[config.mk]
export PLATFORM = sky130hd
export DESIGN_NAME = adc2w_reader
export DESIGN_NICKNAME = d
export VERILOG_FILES = /design/src/rtl/adc2w_pkg.sv /design/src/rtl/adc2w_datapath.sv /design/src/rtl/adc2w_control.sv /design/src/rtl/adc2w_reader.sv
export SDC_FILE = /design/constraint.sdc
export NUM_CORES = 1
export LEC_CHECK = 0
export BUFFER_PORTS_ARGS = -buffer_cell sky130_fd_sc_hd__clkbuf_2
export CAP_MARGIN = 20
export CORE_MARGIN = 2
export CORE_UTILIZATION = 60
export CTS_CLUSTER_DIAMETER = 80
export CTS_CLUSTER_SIZE = 20
export DETAILED_ROUTE_END_ITERATION = 6
export GPL_TIMING_DRIVEN = 1
export PLACE_DENSITY = 0.81
export SETUP_SLACK_MARGIN = 0.02
export SYNTH_ARGS = -nofsm -noshare
export SYNTH_HDL_FRONTEND = slang
export SYNTH_SLANG_ARGS = --single-unit
[constraint.sdc]
create_clock -name clk -period 7.1 [get_ports clk]
set_input_delay 0.71 -clock clk [delete_from_list [all_inputs] [get_ports clk]]
set_output_delay 0.71 -clock clk [all_outputs]
set_load 0.05 [all_outputs]
[src/rtl/adc2w_pkg.sv]
package adc2w_pkg;

  // Strobes from the sequencer to the datapath, valid for one system cycle.
  typedef struct packed {
    logic goAway;   // move sck off its resting level
    logic goHome;   // return sck to its resting level
    logic sample;   // shift the synchronized data bit into the word
    logic done;     // publish the assembled word
    logic errSet;   // wait ended on the bound, not on a ready edge
    logic errClr;   // wait ended on a ready edge
  } ctrlStrobe_t;

  typedef enum logic [1:0] {
    ST_WAIT = 2'd0,
    ST_PHA  = 2'd1,
    ST_PHB  = 2'd2
  } ctrlState_e;

endpackage

[src/rtl/adc2w_datapath.sv]
module adc2w_datapath
  import adc2w_pkg::*;
#(
  parameter int WORD_BITS   = 16,
  parameter int SYNC_STAGES = 2
) (
  input  logic                 clk,
  input  logic                 rstN,
  input  logic                 idleHigh,
  input  logic                 sdIn,
  input  ctrlStrobe_t          strobe,
  output logic                 sck,
  output logic                 sdFell,
  output logic [WORD_BITS-1:0] dataOut,
  output logic                 dataValid,
  output logic                 timeoutErr
);

  logic                 syncReg [SYNC_STAGES];
  logic                 sdSync;
  logic                 sdPrev;
  logic                 sckAway;
  logic [WORD_BITS-1:0] shiftReg;

  // Synchronizer chain, depth set by parameter.
  for (genvar g = 0; g < SYNC_STAGES; g++) begin : gSync
    if (g == 0) begin : gFirst
      always_ff @(posedge clk or negedge rstN) begin
        if (!rstN) syncReg[g] <= 1'b0;
        else       syncReg[g] <= sdIn;
      end
    end else begin : gNext
      always_ff @(posedge clk or negedge rstN) begin
        if (!rstN) syncReg[g] <= 1'b0;
        else       syncReg[g] <= syncReg[g-1];
      end
    end
  end

  assign sdSync = syncReg[SYNC_STAGES-1];

  always_ff @(posedge clk or negedge rstN) begin
    if (!rstN) sdPrev <= 1'b0;
    else       sdPrev <= sdSync;
  end

  assign sdFell = sdPrev & ~sdSync;

  // Serial clock: stored as "away from rest", so reset needs no mode value.
  always_ff @(posedge clk or negedge rstN) begin
    if (!rstN)              sckAway <= 1'b0;
    else if (strobe.goAway) sckAway <= 1'b1;
    else if (strobe.goHome) sckAway <= 1'b0;
  end

  assign sck = sckAway ^ idleHigh;

  always_ff @(posedge clk or negedge rstN) begin
    if (!rstN)              shiftReg <= '0;
    else if (strobe.sample) shiftReg <= {shiftReg[WORD_BITS-2:0], sdSync};
  end

  always_ff @(posedge clk or negedge rstN) begin
    if (!rstN) begin
      dataOut   <= '0;
      dataValid <= 1'b0;
    end else begin
      dataValid <= strobe.done;
      if (strobe.done) dataOut <= shiftReg;
    end
  end

  always_ff @(posedge clk or negedge rstN) begin
    if (!rstN)              timeoutErr <= 1'b0;
    else if (strobe.errSet) timeoutErr <= 1'b1;
    else if (strobe.errClr) timeoutErr <= 1'b0;
  end

  // a sample is always taken as sck goes high.
  p_sample_on_rise_r2: assert property (@(posedge clk) disable iff (!rstN)
    strobe.sample |=> $rose(sck));

  // the valid strobe never lasts more than one cycle.
  p_valid_single_r2: assert property (@(posedge clk) disable iff (!rstN)
    dataValid |=> !dataValid);

  // a word is published only while sck rests.
  p_home_at_done_r6: assert property (@(posedge clk) disable iff (!rstN)
    strobe.done |-> (sck == idleHigh));

  // the error flag belongs to the high-resting mode only.
  p_err_mode_r7: assert property (@(posedge clk) disable iff (!rstN)
    timeoutErr |-> idleHigh);

endmodule

[src/rtl/adc2w_control.sv]
module adc2w_control
  import adc2w_pkg::*;
#(
  parameter int WORD_BITS        = 16,
  parameter int HALF_PERIOD      = 50,
  parameter int CONV_WAIT_CYCLES = 3_400_000,
  parameter int TIMEOUT_CYCLES   = 4_000_000
) (
  input  logic        clk,
  input  logic        rstN,
  input  logic        idleHigh,
  input  logic        sdFell,
  output ctrlStrobe_t strobe
);

  localparam int HALF_W   = $clog2(HALF_PERIOD);
  localparam int WAIT_MAX = (CONV_WAIT_CYCLES > TIMEOUT_CYCLES) ? CONV_WAIT_CYCLES : TIMEOUT_CYCLES;
  localparam int WAIT_W   = $clog2(WAIT_MAX + 1);
  localparam int BIT_W    = $clog2(WORD_BITS + 1);

  localparam logic [HALF_W-1:0] HALF_LAST = HALF_W'(HALF_PERIOD - 1);
  localparam logic [WAIT_W-1:0] CONV_LAST = WAIT_W'(CONV_WAIT_CYCLES - 1);
  localparam logic [WAIT_W-1:0] TIME_LAST = WAIT_W'(TIMEOUT_CYCLES - 1);
  localparam logic [BIT_W-1:0]  WORD_END  = BIT_W'(WORD_BITS);

  ctrlState_e        state;
  logic [HALF_W-1:0] halfCnt;
  logic [WAIT_W-1:0] waitCnt;
  logic [BIT_W-1:0]  bitCnt;

  logic             halfEnd;
  logic             waitEnd;
  logic             startFrame;
  logic [BIT_W-1:0] lastPulse;

  // High-resting mode needs one extra pulse to restart the converter.
  assign lastPulse  = idleHigh ? WORD_END : WORD_END - BIT_W'(1);
  assign halfEnd    = (halfCnt == HALF_LAST);
  assign waitEnd    = idleHigh ? (waitCnt == TIME_LAST) : (waitCnt == CONV_LAST);
  assign startFrame = (state == ST_WAIT) && (idleHigh ? (sdFell || waitEnd) : waitEnd);

  always_comb begin
    strobe = '0;
    unique case (state)
      ST_WAIT: begin
        if (startFrame) begin
          strobe.goAway = 1'b1;
          strobe.sample = !idleHigh;
          strobe.errClr = idleHigh && sdFell;
          strobe.errSet = idleHigh && !sdFell;
        end
      end
      ST_PHA: begin
        if (halfEnd) begin
          strobe.goHome = 1'b1;
          strobe.sample = idleHigh && (bitCnt < WORD_END);
        end
      end
      ST_PHB: begin
        if (halfEnd) begin
          if (bitCnt == lastPulse) begin
            strobe.done = 1'b1;
          end else begin
            strobe.goAway = 1'b1;
            strobe.sample = !idleHigh;
          end
        end
      end
      default: strobe = '0;
    endcase
  end

  always_ff @(posedge clk or negedge rstN) begin
    if (!rstN) begin
      state   <= ST_WAIT;
      halfCnt <= '0;
      waitCnt <= '0;
      bitCnt  <= '0;
    end else begin
      unique case (state)
        ST_WAIT: begin
          if (startFrame) begin
            state   <= ST_PHA;
            halfCnt <= '0;
            bitCnt  <= '0;
            waitCnt <= '0;
          end else begin
            waitCnt <= waitCnt + WAIT_W'(1);
          end
        end
        ST_PHA: begin
          if (halfEnd) begin
            state   <= ST_PHB;
            halfCnt <= '0;
          end else begin
            halfCnt <= halfCnt + HALF_W'(1);
          end
        end
        ST_PHB: begin
          if (halfEnd) begin
            halfCnt <= '0;
            if (bitCnt == lastPulse) begin
              state   <= ST_WAIT;
              waitCnt <= '0;
            end else begin
              state  <= ST_PHA;
              bitCnt <= bitCnt + BIT_W'(1);
            end
          end else begin
            halfCnt <= halfCnt + HALF_W'(1);
          end
        end
        default: state <= ST_WAIT;
      endcase
    end
  end

  // a ready edge seen while waiting in high-resting mode starts a frame.
  p_ready_starts_r3: assert property (@(posedge clk) disable iff (!rstN)
    (state == ST_WAIT && idleHigh && sdFell) |=> (state == ST_PHA));

  // the pulse index never passes the last pulse of the mode.
  p_pulse_limit_r3: assert property (@(posedge clk) disable iff (!rstN)
    bitCnt <= lastPulse);

  // a phase ends only on its final count.
  p_phase_len_r5: assert property (@(posedge clk) disable iff (!rstN)
    (state == ST_PHA && !halfEnd) |=> (state == ST_PHA));

  // in low-resting mode a frame never starts before the wait count.
  p_wait_full_r4: assert property (@(posedge clk) disable iff (!rstN)
    (state == ST_WAIT && !idleHigh && !waitEnd) |=> (state == ST_WAIT));

endmodule

[src/rtl/adc2w_reader.sv]
module adc2w_reader
  import adc2w_pkg::*;
#(
  parameter int WORD_BITS        = 16,
  parameter int HALF_PERIOD      = 50,
  parameter int CONV_WAIT_CYCLES = 3_400_000,
  parameter int TIMEOUT_CYCLES   = 4_000_000,
  parameter int SYNC_STAGES      = 2
) (
  input  logic                 clk,
  input  logic                 rstN,
  input  logic                 idleHigh,
  input  logic                 sdIn,
  output logic                 sck,
  output logic [WORD_BITS-1:0] dataOut,
  output logic                 dataValid,
  output logic                 timeoutErr
);

  ctrlStrobe_t strobe;
  logic        sdFell;

  adc2w_control #(
    .WORD_BITS       (WORD_BITS),
    .HALF_PERIOD     (HALF_PERIOD),
    .CONV_WAIT_CYCLES(CONV_WAIT_CYCLES),
    .TIMEOUT_CYCLES  (TIMEOUT_CYCLES)
  ) i_control (
    .clk     (clk),
    .rstN    (rstN),
    .idleHigh(idleHigh),
    .sdFell  (sdFell),
    .strobe  (strobe)
  );

  adc2w_datapath #(
    .WORD_BITS  (WORD_BITS),
    .SYNC_STAGES(SYNC_STAGES)
  ) i_datapath (
    .clk       (clk),
    .rstN      (rstN),
    .idleHigh  (idleHigh),
    .sdIn      (sdIn),
    .strobe    (strobe),
    .sck       (sck),
    .sdFell    (sdFell),
    .dataOut   (dataOut),
    .dataValid (dataValid),
    .timeoutErr(timeoutErr)
  );

endmodule

==> flow_metrics.tcl, run 1 <==
set metrics [dict create \
    min_path_type "flop to flop" \
    synth_ff_type "dfrtp_1" \
    vias 2824 \
    yosys.cell_types.count 56 \
    fin_setup_tns_ns 0 \
    nNetsFinal 413 \
    fmax_mhz 324 \
    fin_crit_ns 3.08 \
    cts.sinks 73 \
    fp-row-count 28 \
    drc 0 \
    whs_ns 0.353 \
    core-area_mm2 0.00596 \
    startpoint_type "primary input" \
    initial_core_util_pct 62.2 \
    post-cts-setup-buffer-count 0 \
    dpl.hpwl_mm 5.11 \
    n_antenna_cell 0 \
    clk_pin_slew_ns 0.08 \
    grt_use_met3_pct 4.35 \
    gp_congestion 0.885 \
    cts.htree.levels 3 \
    worst_pin_slew_ns 0.970 \
    p_seq_share_pct 56.7 \
    path_class "primary input to flop" \
    status "finished, final reports clean" \
    grt_use_met1_pct 32.4 \
    cts_buffer_depth 2 \
    ir_drop_mv 0.138 \
    slew_violations 0 \
    grt_pass1_wl_mm 12.5 \
    synth_area_mm2 0.00370 \
    ys_seq_area_share_pct 49.3 \
    grt_usage_pct 24.3 \
    dieArea_mm2 0.00682 \
    fin_crit_sh_pct 43.4 \
    grt_busiest_layer "met2" \
    cp_max_fo 16 \
    finalHoldViolations 0 \
    numCtsBuffers 9 \
    maxSlewHeadroom_pct 35.1 \
    cts-hold-fix-buffers 0 \
    yosysWarnings 0 \
    final_common_cell "nand2_1" \
    end_kind "flop" \
    use_met2_pct 40.0 \
    drt_iter0_markers 202 \
    drv_cap 0 \
    switching_share_pct 25.1 \
    grt_pass1_vias 2643 \
    final.setup_skew_ns 0.0115 \
    ant_nets 0 \
    antenna_found_initial 0 \
    synth_cells 383 \
    routedWlPerCell_um 15.6 \
    synthArstFlopShare_pct 100 \
    rsz0062_at_grt "false" \
    leakagePower_nw 1.88 \
    insertion_delay_ns 0.36 \
    synth_edf_count 0 \
    syn_to_final_growth_pct 8.58 \
    internal_power_mw 0.551 \
    fp.dieW_um 82.6 \
    io_pins 23 \
    setup_viol 0 \
    drt-total-wl_mm 7.47 \
    drive_above_1_share_pct 13.8 \
    via_per_inst 5.88 \
    synth.net_count 396 \
    power_density_mw_per_mm2 183 \
    synth.top_cell.area_share_pct 49.3 \
    worstPathArrival_ns 3.32 \
    cts_tree "built" \
    reg2reg_slack_ns 4.10 \
    synth_top_area_cell "dfrtp_1" \
    avgSynthCellArea_um2 9.67 \
    synth_area_leaders "dfrtp_1 49%, nand2_1 7.8%, nor2_1 3.8%" \
    grt_max_degree 74 \
    p_comb_share_pct 2.1 \
    cp.required_ns 7.34 \
    p_clk_share_pct 41.3 \
    grt_overflow 0 \
    ys_ff_latch 73 \
    port_buffers 22 \
    cts_resized 0 \
    p_switching_mw 0.185 \
    first_pass_iters 5 \
    die_height_um 82.6 \
    cts_root_buffer "clkbuf_8" \
    layout_common_cells "77 x nand2_1, 73 x dfrtp_1, 37 x nor2_1" \
]
state kept, by name (all words and copies together), names as in the netlist:
name	flops
i_control.waitCnt	22
i_datapath.dataOut	16
i_datapath.shiftReg	16
i_control.halfCnt	6
i_control.bitCnt	5
i_control.state	2
i_datapath.dataValid	1
i_datapath.sckAway	1
i_datapath.sdPrev	1
i_datapath.sdSync	1
i_datapath.syncReg	1
i_datapath.timeoutErr	1
power by group through the flow:
stage / sequential, mW / combinational (mW) / clock, mW
finish: 0.417 / 0.0153 / 0.304
detailed placement: 0.425 / 0.0161 / 0
floorplan: 0.425 / 0.00607 / 0
CTS: 0.417 / 0.0160 / 0.310
global route: 0.417 / 0.0179 / 0.325
global placement: 0.425 / 0.0157 / 0
synthesized netlist by cell type, drive strengths merged (3+ instances only):
library cell / number
a21oi: 7
a31oi: 3
and2: 4
and3: 3
buf: 9
clkbuf: 8
dfrtp: 73
ha: 9
inv: 8
mux2: 16
mux2i: 7
nand2: 77
nand2b: 4
nand3: 20
nand4: 11
nor2: 37
nor2b: 3
nor3: 8
nor4: 7
nor4b: 4
o21ai: 17
o32ai: 3
or4: 4
xnor2: 10
xor2: 4
path summary, 6_finish.rpt:
check                                                     end                       startpoint  cells past startpoint
max                        i_datapath.shiftReg[6]$_DFFE_PN0P_                         idleHigh                      8
min                               i_datapath.sdSync$_DFF_PN0_  i_datapath.syncReg[1]$_DFF_PN0_                      0
max reg2reg                i_datapath.shiftReg[6]$_DFFE_PN0P_   i_control.state[0]$_DFFE_PN0P_                      7
min reg2reg                       i_datapath.sdSync$_DFF_PN0_  i_datapath.syncReg[1]$_DFF_PN0_                      0
max in group asynchronous    i_control.waitCnt[5]$_DFFE_PN0P_                             rstN                      1
min in group asynchronous   i_control.waitCnt[18]$_DFFE_PN0P_                             rstN                      1
kinds of logic after synthesis:
kind of cell / Yosys count / synth area share, %
AND/OR/NAND/NOR: 191 / 24.7
flip-flops: 73 / 49.3
AO/OA/AOI/OAI: 46 / 9.49
buffers and inverters: 27 / 3.41
multiplexers: 23 / 6.76
XOR/XNOR: 14 / 3.31
adder cells (fa/ha/maj): 9 / 3.04
routing by layer:
metal  vias to the layer above  wire length, um
met5                         -                0
met4                         0              118
met3                        10              274
met2                        53             3620
met1                      1380             3450
li1                       1381                -
final cells by class:
cell class                 count  area, um2
sequential                    73       1830
timing repair buffer          23        124
clock inverter                 7       60.1
multi-input combinational    283       1760
clock buffer                   9        124
tap                           75       93.8
fill                         479       1930
inverter                      10       37.5
worst max-delay path, cell delays in order:
cell      delay, ns
clkbuf_2       0.22
ha_1           0.37
and4b_1        0.19
a32oi_2        0.27
and2b_1        0.36
a41oi_2        0.09
o32ai_4        0.69
mux2_2         0.41
per-stage QoR:
step / utilization (%) / worst slack, ns / std cells / area [um2] / power (mW)
CTS: 67.3 / 4.03 / 479 / 4010 / 0.743
detailed placement: 64.2 / 3.66 / 463 / 3830 / 0.442
finish: 67.5 / 4.02 / 480 / 4020 / 0.736
global placement: 64.2 / 3.75 / 463 / 3830 / 0.441
global route: 67.5 / 3.86 / 480 / 4020 / 0.760
floorplan: - / 4.35 / 383 / 3700 / 0.431
(Power assumes the default switching activity.)
==> run 2: changes to the inputs <==
--- a/config.mk
+++ b/config.mk
@@ -8,12 +8,12 @@
 export BUFFER_PORTS_ARGS = -buffer_cell sky130_fd_sc_hd__clkbuf_2
 export CAP_MARGIN = 20
 export CORE_MARGIN = 2
-export CORE_UTILIZATION = 60
+export CORE_UTILIZATION = 55
 export CTS_CLUSTER_DIAMETER = 80
 export CTS_CLUSTER_SIZE = 20
 export DETAILED_ROUTE_END_ITERATION = 6
 export GPL_TIMING_DRIVEN = 1
-export PLACE_DENSITY = 0.81
+export PLACE_DENSITY = 0.78
 export SETUP_SLACK_MARGIN = 0.02
 export SYNTH_ARGS = -nofsm -noshare
 export SYNTH_HDL_FRONTEND = slang
==> constraint.sdc (replaced) <==
create_clock -name clk -period 2.65 [get_ports clk]
set_input_delay 0.265 -clock clk [delete_from_list [all_inputs] [get_ports clk]]
set_output_delay 0.265 -clock clk [all_outputs]
set_load 0.05 [all_outputs]
==> run 2 against run 1 <==
Sequential cell count unchanged. Core utilization decreased by 2.0 points. Sequential power increased to 2.7 times the previous value. Critical path depth increased by 1. Die area increased by 8.6%. First-iteration DRC count decreased by 41%. Largest cell class unchanged.
==> flow_metrics.tcl, run 2 (same netlist as run 1, synthesis figures left out) <==
set metrics [dict create \
    status "finished, final reports clean" \
    slew_violations 0 \
    p_seq_share_pct 53.6 \
    p_switching_mw 0.488 \
    io_pins 23 \
    reg_top3 "i_control.waitCnt: 22 flops, i_datapath.dataOut: 16 flops, i_datapath.shiftReg: 16 flops" \
    fin_util_pct 65.5 \
    drt-total-wl_mm 8.00 \
    core-area_mm2 0.00642 \
    gp_congestion 0.885 \
    routedWlPerCell_um 16.0 \
    slowest_delay_ns 0.46 \
    initial_core_util_pct 57.7 \
    cts.htree.levels 3 \
    power_mw 2.09 \
    p_clk_share_pct 44.1 \
    cts_root_buffer "clkbuf_8" \
    cts.sinks 73 \
    largest_register_ffs 22 \
    drive_above_1_share_pct 17.0 \
    nNetsFinal 431 \
    vias 2940 \
    crit_top_cell "buf_4" \
    postPlaceCellArea_mm2 0.00396 \
    fin_setup_tns_ns 0 \
    fin_crit_ns 2.40 \
    fp-row-count 29 \
    drc 0 \
    insertion_delay_ns 0.36 \
    drv_cap 0 \
    numCtsBuffers 9 \
    worst_pin_slew_ns 0.618 \
    grt_pass1_wl_mm 13.7 \
    syn_to_final_growth_pct 13.6 \
    dpl.hpwl_mm 5.58 \
    layout_common_cells "77 x nand2_1, 73 x dfrtp_1, 37 x nor2_1" \
    internal_power_mw 1.60 \
    drt_iter0_markers 119 \
    port_buffers 22 \
    via_per_inst 5.88 \
    die_height_um 86.1 \
    ant_nets 0 \
    finalInstanceArea_mm2 0.00421 \
    p_comb_share_pct 2.3 \
    fp.dieW_um 86.1 \
    fmax_mhz 417 \
    final.setup_skew_ns 0.0132 \
    final_common_cell "nand2_1" \
    path_class "flop to flop" \
    antenna_found_initial 0 \
    pre_cts_ws_ns 0.174 \
    startpoint_type "flop" \
    finalHoldViolations 0 \
    n_antenna_cell 0 \
    leakagePower_nw 1.98 \
    cp.required_ns 2.93 \
    grt_max_degree 27 \
    whs_ns 0.381 \
    rsz0062_at_grt "false" \
    cp_slowest_cell "nor2_1" \
    crit_chain "buf_4, a21bo_2, a21oi_1, a2111oi_4, nor2_1, buf_4, a21oi_2, buf_4, nor2_1" \
    first_pass_iters 4 \
    min_path_type "flop to flop" \
    fin_ws_ns 0.253 \
    instances_no_fill 500 \
    cts_buffer_depth 2 \
    fin_crit_sh_pct 90.5 \
    cp_max_fo 14 \
    dp.cells 482 \
    dieArea_mm2 0.00741 \
    setup_viol 0 \
    switching_share_pct 23.4 \
    clk_pin_slew_ns 0.08 \
    power_density_mw_per_mm2 496 \
    end_kind "flop" \
    grt_usage_pct 23.8 \
    top_register "i_control.waitCnt" \
    grt_overflow 0 \
    maxSlewHeadroom_pct 58.8 \
    worstPathArrival_ns 2.68 \
    grt_pass1_vias 2929 \
    ir_drop_mv 0.419 \
    cts_tree "built" \
]
[run 2: cell count changes in the layout (fill, tap and decap cells not counted), sizes merged]
cell | before | now
dlygate4sd3 | 0 | 2
clkinv | 3 | 2
clkinvlp | 3 | 2
clkbuf | 30 | 31
bufinv | 0 | 1
buf | 2 | 18
[run 2: metal layers]
layer	part of all wire, %	track usage [%]	up-vias
met5	0	0	-
met4	3.0	12.1	0
met3	2.9	4.62	20
met2	48	37.4	51
met1	46	31.6	1454
li1	-	-	1415
[run 2: worst max-delay path: cells and delay by family, from the launching register on]
family	cells	cell delay [ns]
buf+inv	3	0.65
simple gates	2	0.59
compound gates	4	0.68
flops	1	0.41
[run 2: path summary, 6_finish.rpt]
check | to | startpoint | cells past startpoint | slack [ns]
hold / removal | i_datapath.sdSync$_DFF_PN0_ | i_datapath.syncReg[1]$_DFF_PN0_ | 0 | 0.38
hold reg to reg | i_datapath.sdSync$_DFF_PN0_ | i_datapath.syncReg[1]$_DFF_PN0_ | 0 | 0.38
max in group asynchronous | i_control.waitCnt[12]$_DFFE_PN0P_ | rstN | 3 | 1.49
setup reg to reg | i_control.waitCnt[17]$_DFFE_PN0P_ | i_control.waitCnt[7]$_DFFE_PN0P_ | 9 | 0.25
setup / recovery | i_control.waitCnt[17]$_DFFE_PN0P_ | i_control.waitCnt[7]$_DFFE_PN0P_ | 9 | 0.25
min in group asynchronous | i_control.waitCnt[20]$_DFFE_PN0P_ | rstN | 2 | 0.42
[run 2: cell type report]
cell class	count	area, um2
clock inverters	6	71.3
flip-flops and latches	73	1830
repair buffers	41	270
well taps	77	96.3
fillers	499	2210
clock buffers	10	138
multi-input cells	283	1770
inverters	10	37.5
[run 2: power groups by stage]
| stage | clock network [mW] | logic [mW] | registers (mW) |
|---|---|---|---|
| after global placement | 0 | 0.0461 | 1.14 |
| after floorplan | 0 | 0.0163 | 1.14 |
| after global routing | 0.976 | 0.0550 | 1.12 |
| after CTS | 0.931 | 0.0486 | 1.12 |
| after detailed placement | 0 | 0.0474 | 1.14 |
| final | 0.920 | 0.0480 | 1.12 |
[run 2: timing repair]
item                                   CTS  global route
endpoints found under the hold margin   22             1
setup endpoints to repair                0            17
setup buffers                            0             0
resized for setup                        0             2
hold buffers                             1             1
